==> src/rtl/fa_pkg.sv <==
package fa_pkg;
  typedef enum logic {
    SLOT_READ  = 1'b0,
    SLOT_WRITE = 1'b1
  } slot_e;
endpackage

==> src/rtl/fa_addr_gen.sv <==
module fa_addr_gen #(
  parameter int ADDR_W = 15
) (
  input  logic              clk,
  input  logic              rst_n,
  input  logic              frame_start,
  input  logic              step,
  output logic [ADDR_W-1:0] rd_addr,
  output logic              use_mem
);
  logic [ADDR_W-1:0] cnt_q;
  logic              seen_q;
  logic              primed_q;

  // a sync in this cycle applies to the pixel taken in this cycle
  assign rd_addr = frame_start ? '0 : cnt_q;
  assign use_mem = primed_q || (frame_start && seen_q);

  always_ff @(posedge clk) begin
    if (!rst_n) begin
      cnt_q    <= '0;
      seen_q   <= 1'b0;
      primed_q <= 1'b0;
    end else begin
      if (step)             cnt_q <= rd_addr + 1'b1;
      else if (frame_start) cnt_q <= '0;
      if (frame_start) begin
        seen_q <= 1'b1;
        if (seen_q) primed_q <= 1'b1;
      end
    end
  end
endmodule

==> src/rtl/fa_slot_ctrl.sv <==
module fa_slot_ctrl
  import fa_pkg::*;
(
  input  logic clk,
  input  logic rst_n,
  input  logic in_valid,
  input  logic out_ready,
  output logic in_ready,
  output logic accept,
  output logic wr_slot,
  output logic out_valid
);
  slot_e slot_q;
  logic  ov_q;

  assign in_ready  = (slot_q == SLOT_READ) && (!ov_q || out_ready);
  assign accept    = in_valid && in_ready;
  assign wr_slot   = (slot_q == SLOT_WRITE);
  assign out_valid = ov_q;

  always_ff @(posedge clk) begin
    if (!rst_n) begin
      slot_q <= SLOT_READ;
      ov_q   <= 1'b0;
    end else begin
      slot_q <= accept ? SLOT_WRITE : SLOT_READ;
      if (accept)                ov_q <= 1'b1;
      else if (ov_q && out_ready) ov_q <= 1'b0;
    end
  end
endmodule

==> src/rtl/fa_avg_unit.sv <==
module fa_avg_unit #(
  parameter int PIX_W = 8
) (
  input  logic             clk,
  input  logic             rst_n,
  input  logic             load,
  input  logic             use_mem,
  input  logic [PIX_W-1:0] cur_pix,
  input  logic [PIX_W-1:0] old_pix,
  output logic [PIX_W-1:0] avg_q
);
  localparam int SUM_W = PIX_W + 1;

  logic [PIX_W-1:0] prev;
  logic [SUM_W-1:0] sum;

  assign prev = use_mem ? old_pix : cur_pix;
  assign sum  = {1'b0, prev} + {1'b0, cur_pix};

  always_ff @(posedge clk) begin
    if (!rst_n)     avg_q <= '0;
    else if (load)  avg_q <= PIX_W'(sum >> 1);
  end
endmodule

==> src/rtl/frame_avg_ctrl.sv <==
module frame_avg_ctrl #(
  parameter int PIX_W  = 8,
  parameter int ADDR_W = 15
) (
  input  logic              clk,
  input  logic              rst_n,
  input  logic              frame_start,
  input  logic              pix_in_valid,
  output logic              pix_in_ready,
  input  logic [PIX_W-1:0]  pix_in_data,
  output logic              pix_out_valid,
  input  logic              pix_out_ready,
  output logic [PIX_W-1:0]  pix_out_data,
  output logic [ADDR_W-1:0] mem_addr,
  output logic              mem_rd_en,
  output logic              mem_wr_en,
  output logic [PIX_W-1:0]  mem_wdata,
  input  logic [PIX_W-1:0]  mem_rdata
);
  logic              accept;
  logic              wr_slot;
  logic              use_mem;
  logic [ADDR_W-1:0] rd_addr;
  logic [ADDR_W-1:0] wr_addr_q;
  logic [PIX_W-1:0]  avg_q;

  fa_slot_ctrl u_slot (
    .clk       (clk),
    .rst_n     (rst_n),
    .in_valid  (pix_in_valid),
    .out_ready (pix_out_ready),
    .in_ready  (pix_in_ready),
    .accept    (accept),
    .wr_slot   (wr_slot),
    .out_valid (pix_out_valid)
  );

  fa_addr_gen #(.ADDR_W(ADDR_W)) u_addr (
    .clk         (clk),
    .rst_n       (rst_n),
    .frame_start (frame_start),
    .step        (accept),
    .rd_addr     (rd_addr),
    .use_mem     (use_mem)
  );

  fa_avg_unit #(.PIX_W(PIX_W)) u_avg (
    .clk     (clk),
    .rst_n   (rst_n),
    .load    (accept),
    .use_mem (use_mem),
    .cur_pix (pix_in_data),
    .old_pix (mem_rdata),
    .avg_q   (avg_q)
  );

  always_ff @(posedge clk) begin
    if (!rst_n)      wr_addr_q <= '0;
    else if (accept) wr_addr_q <= rd_addr;
  end

  assign mem_rd_en    = accept;
  assign mem_wr_en    = wr_slot;
  assign mem_addr     = wr_slot ? wr_addr_q : rd_addr;
  assign mem_wdata    = avg_q;
  assign pix_out_data = avg_q;
endmodule

==> config.mk <==
export PLATFORM = sky130hd
export DESIGN_NAME = frame_avg_ctrl
export DESIGN_NICKNAME = d
export VERILOG_FILES = /design/src/rtl/fa_pkg.sv /design/src/rtl/fa_addr_gen.sv /design/src/rtl/fa_slot_ctrl.sv /design/src/rtl/fa_avg_unit.sv /design/src/rtl/frame_avg_ctrl.sv
export SDC_FILE = /design/constraint.sdc
export NUM_CORES = 1
export LEC_CHECK = 0
export ABC_AREA = 0
export BUFFER_PORTS_ARGS = -buffer_cell sky130_fd_sc_hd__buf_2
export CAP_MARGIN = 20
export CORE_MARGIN = 1
export CORE_UTILIZATION = 43
export CTS_BUF_LIST = sky130_fd_sc_hd__clkbuf_2
export DETAILED_ROUTE_END_ITERATION = 7
export PLACE_DENSITY = 0.66
export SYNTH_ARGS = -nofsm -noshare
export SYNTH_HDL_FRONTEND = slang
export SYNTH_SLANG_ARGS = --single-unit
export TNS_END_PERCENT = 30
==> constraint.sdc <==
create_clock -name clk -period 2.8 [get_ports clk]
set_input_delay 0.56 -clock clk [delete_from_list [all_inputs] [get_ports clk]]
set_output_delay 0.56 -clock clk [all_outputs]
set_load 0.01 [all_outputs]
==> impl_results.html <==
<table>
<tr><th>Metric</th><th>Value</th></tr>
<tr><th colspan="2">Floorplan</th></tr>
<tr><td>Starting density of the core</td><td>0.453</td></tr>
<tr><td>I/O pin count</td><td>56</td></tr>
<tr><td>Die width</td><td>~76 um</td></tr>
<tr><td>Placeable core region</td><td>0.00520 mm2</td></tr>
<tr><td>Die span in y</td><td>around 76 um</td></tr>
<tr><td>Die outline area</td><td>0.00579 mm2</td></tr>
<tr><td>Count of standard-cell rows</td><td>26</td></tr>
<tr><th colspan="2">Logic synthesis</th></tr>
<tr><td>Number of instances in the synthesized netlist</td><td>approximately 280</td></tr>
<tr><td>Cell taking the most area after synthesis</td><td>dfxtp_1</td></tr>
<tr><td>Synthesized Nets</td><td>312</td></tr>
<tr><td>Share of the synthesized area in the top cell type</td><td>0.356</td></tr>
<tr><td>Mean cell area of the mapped netlist</td><td>roughly 8.4 um2</td></tr>
<tr><td>Proportion of synthesized flip-flops having asynchronous set or reset</td><td>0</td></tr>
<tr><td>Netlist area before placement</td><td>0.00236 mm2</td></tr>
<tr><td>Yosys reg bits</td><td>42</td></tr>
<tr><td>Distinct cell type count of the synthesized netlist</td><td>46</td></tr>
<tr><td>Number of synthesized flops with an enable pin</td><td>0</td></tr>
<tr><td>Top_reg_cell synth</td><td>dfxtp_1</td></tr>
<tr><td>Register area share after synthesis</td><td>0.356</td></tr>
<tr><td>Commonest cells in the netlist</td><td>nand2_1 (47), dfxtp_1 (42), a21oi_1 (26)</td></tr>
<tr><td>Synthesis warning total</td><td>0</td></tr>
<tr><td>Cell with the most instances after synthesis</td><td>nand2_1</td></tr>
<tr><td>Dominant cells by area after synthesis</td><td>dfxtp_1 (36%), nand2_1 (7.5%), mux2_2 (7.2%), a21oi_1 (5.5%), ha_1 (4.8%)</td></tr>
<tr><th colspan="2">Final layout</th></tr>
<tr><td>Antenna Cells</td><td>0</td></tr>
<tr><td>Final non-filler cell total</td><td>about 400</td></tr>
<tr><td>Fraction of final layout cells with drive strength greater than 1</td><td>0.298</td></tr>
<tr><td>Synth-to-Final Area Change</td><td>17.0%</td></tr>
<tr><td>Core utilization of the finished layout</td><td>0.531</td></tr>
<tr><td>Count of nets after finishing</td><td>362</td></tr>
<tr><th colspan="2">Drt</th></tr>
<tr><td>WL final</td><td>5130 um</td></tr>
<tr><td>Detailed router's first-iteration violation count</td><td>80</td></tr>
<tr><td>Routed WL per cell</td><td>approximately 13 um</td></tr>
<tr><td>DR vias</td><td>between 2,000 and 2,500</td></tr>
<tr><td>Per-cell via count in the routed design</td><td>5.13</td></tr>
<tr><td>Number of remaining DRC errors</td><td>0</td></tr>
<tr><td>Number of nets with antenna violations after routing</td><td>0</td></tr>
<tr><td>Drt first pass iters</td><td>4</td></tr>
<tr><th colspan="2">Place</th></tr>
<tr><td>Number of input and output port buffers inserted</td><td>between 50 and 60</td></tr>
<tr><td>Detailed placement HPWL</td><td>3750 um</td></tr>
<tr><td>Placer's final routability congestion estimate</td><td>0.812</td></tr>
<tr><td>Cell count after placement</td><td>around 390</td></tr>
<tr><th colspan="2">Timing</th></tr>
<tr><td>Number of hold-slack violations in the final timing report</td><td>0</td></tr>
<tr><td>Final worst path period need</td><td>~2400 ps</td></tr>
<tr><td>Period utilisation layout</td><td>0.859</td></tr>
<tr><td>Final setup viols</td><td>0</td></tr>
<tr><td>Post-Route Setup TNS</td><td>0 ps</td></tr>
<tr><td>Upper clock frequency limit</td><td>around 420 MHz</td></tr>
<tr><td>Clock Skews</td><td>about 26 ps</td></tr>
<tr><td>Max_slew headroom</td><td>0.695</td></tr>
<tr><td>Fin Hold WS</td><td>467 ps</td></tr>
<tr><td>Number of slew-limit violations in the final report</td><td>0</td></tr>
<tr><td>Worst-margin pin slew</td><td>approximately 460 ps</td></tr>
<tr><td>RSZ-0062 raised after global routing</td><td>false</td></tr>
<tr><th colspan="2">CTS</th></tr>
<tr><td>Setup Buffers After CTS</td><td>0</td></tr>
<tr><td>Clk pin slew, worst setup/hold paths</td><td>210 ps</td></tr>
<tr><td>TritonCTS buffer count</td><td>5</td></tr>
<tr><td>Hold buffer count at CTS</td><td>0</td></tr>
<tr><td>Count of cells resized by post-cts repair</td><td>0</td></tr>
<tr><td>CTS Root Cell</td><td>clkbuf_2</td></tr>
<tr><td>H-tree depth reported by CTS</td><td>2</td></tr>
<tr><td>CTS tree</td><td>yes</td></tr>
<tr><td>Maximum clock path buffer count</td><td>2</td></tr>
<tr><td>TritonCTS sink count</td><td>42</td></tr>
<tr><td>Clock latency reported for the late side of the worst-skew pair</td><td>between 400 and 500 ps</td></tr>
<tr><th colspan="2">Setup path</th></tr>
<tr><td>Required time of the worst setup path</td><td>about 3100 ps</td></tr>
<tr><td>Most frequent CP cell</td><td>a21o_1</td></tr>
<tr><td>Critical path's slowest cell</td><td>fa_1</td></tr>
<tr><td>CP Data Arrival Time</td><td>about 2700 ps</td></tr>
<tr><td>Nature of the critical path endpoint</td><td>flip-flop</td></tr>
<tr><td>Maximum single-stage delay on the critical path</td><td>roughly 430 ps</td></tr>
<tr><td>Cell family contributing the most delay on the critical path</td><td>compound AO/OA/AOI/OAI gates</td></tr>
<tr><td>Kind of critical path</td><td>reg -&gt; reg</td></tr>
<tr><td>Worst Setup Start Kind</td><td>flip-flop</td></tr>
<tr><td>Ordered list of cells on the worst path</td><td>a21oi_4 -&gt; mux2_2 -&gt; fa_1 -&gt; a21o_1 -&gt; a21o_1 -&gt; a21oi_1 -&gt; o21ai_0 -&gt; a32o_1</td></tr>
<tr><td>Maximum fanout count along the critical path</td><td>3</td></tr>
<tr><td>Buffer and inverter count on the worst path</td><td>0</td></tr>
<tr><th colspan="2">Global route</th></tr>
<tr><td>Antenna violations before repair</td><td>0</td></tr>
<tr><td>Wire length of the first global-routing pass</td><td>between 8000 and 9000 um</td></tr>
<tr><td>GRT overflow</td><td>0</td></tr>
<tr><td>Via count of the first global-routing pass</td><td>roughly 1,900</td></tr>
<tr><td>Maximum number of pins on one net before global-route repair</td><td>34</td></tr>
<tr><td>Total global routing track utilization</td><td>0.186</td></tr>
<tr><th colspan="2">Outcome</th></tr>
<tr><td>Result of the run</td><td>completed</td></tr>
<tr><th colspan="2">Power and ir drop</th></tr>
<tr><td>Peak supply drop</td><td>around 0.26 mV</td></tr>
<tr><td>Leak Pwr</td><td>1.17 nW</td></tr>
<tr><td>Post-layout power</td><td>approximately 1.3 mW</td></tr>
<tr><td>Total power density per cell area</td><td>around 500 mW/mm2</td></tr>
<tr><th colspan="2">Job</th></tr>
<tr><td>Maxcap violations</td><td>0</td></tr>
<tr><th colspan="2">Min path</th></tr>
<tr><td>Class of the worst hold path</td><td>reg -&gt; reg</td></tr>
</table>
path summary, 6_finish.rpt:
| path | startpoint | end | slack, ps | cells past startpoint |
|---|---|---|---|---|
| setup / recovery | u_addr.seen_q | u_avg.avg_q[7] | 390 | 8 |
| hold / removal | wr_addr_q[14] | wr_addr_q[14] | 470 | 2 |
| setup reg to reg | u_addr.seen_q | u_avg.avg_q[7] | 390 | 8 |
| hold reg to reg | wr_addr_q[14] | wr_addr_q[14] | 470 | 2 |
worst min-delay path, cell delays in order, from the launching register on:
cell     delay (ps)
dfxtp_1         350
nand2_1          50
a21oi_1          50
area by class of cell:
type,instances,area [um2]
Clock buffer,5,25.0
Clock inverter,3,68.8
Fill cell,520,2440
Inverter,6,22.5
Multi-Input combinational cell,213,1380
Sequential cell,42,841
Tap cell,70,87.6
Timing Repair Buffer,63,335
sequential cells by signal, summed over array words and instances, names as in the netlist:
signal,flops
u_addr.primed_q,1
u_addr.seen_q,1
u_addr.cnt_q,15
u_slot.wr_slot,1
wr_addr_q,15
u_slot.out_valid,1
u_avg.avg_q,8
report_power, final:
| group | internal (mW) | switching [mW] | total (mW) |
|---|---|---|---|
| sequential | 0.619 | 0.0131 | 0.632 |
| combinational | 0.109 | 0.147 | 0.256 |
| clock | 0.242 | 0.211 | 0.453 |
per-stage QoR:
step | setup WS (ps) | instance area (um2)
CTS | 376 | 2760
floorplan | 262 | 2360
finish | 394 | 2760
global placement | 70.4 | 2670
global route | 214 | 2760
detailed placement | 7.57 | 2670
cells in the final DEF, fill, tap and decap left out, drive strengths merged, types with 2 or more instances in the layout:
cell	n
a211oi	3
a21o	2
a21oi	27
a31oi	2
buf	63
bufinv	2
clkbuf	5
clkinv	3
dfxtp	42
ha	9
inv	4
mux2	15
nand2	48
nand2b	8
nand3	9
nand4	3
nand4b	3
nor2	22
nor2b	9
nor3	2
nor4	2
nor4b	3
o21a	2
o21ai	14
o31ai	2
or2	4
or3	3
xnor2	4
xor2	9
layer usage:
metal | wire length [um] | vias up | track usage
met1 | 2600 | 945 | 0.259
met5 | 0 | - | 0
met3 | 229 | 8 | 0.0419
met2 | 2210 | 49 | 0.280
met4 | 87 | 0 | 0.0673
li1 | - | 1059 | -
cell families after synthesis:
family,share of synthesized area
AO/OA/AOI/OAI,0.141
XOR/XNOR,0.0483
adder cells (fa/ha/maj),0.0562
buffers and inverters,0.0583
flip-flops,0.356
multiplexers,0.0716
AND/OR/NAND/NOR,0.268
Note: power is estimated with default switching activity, not from simulation.
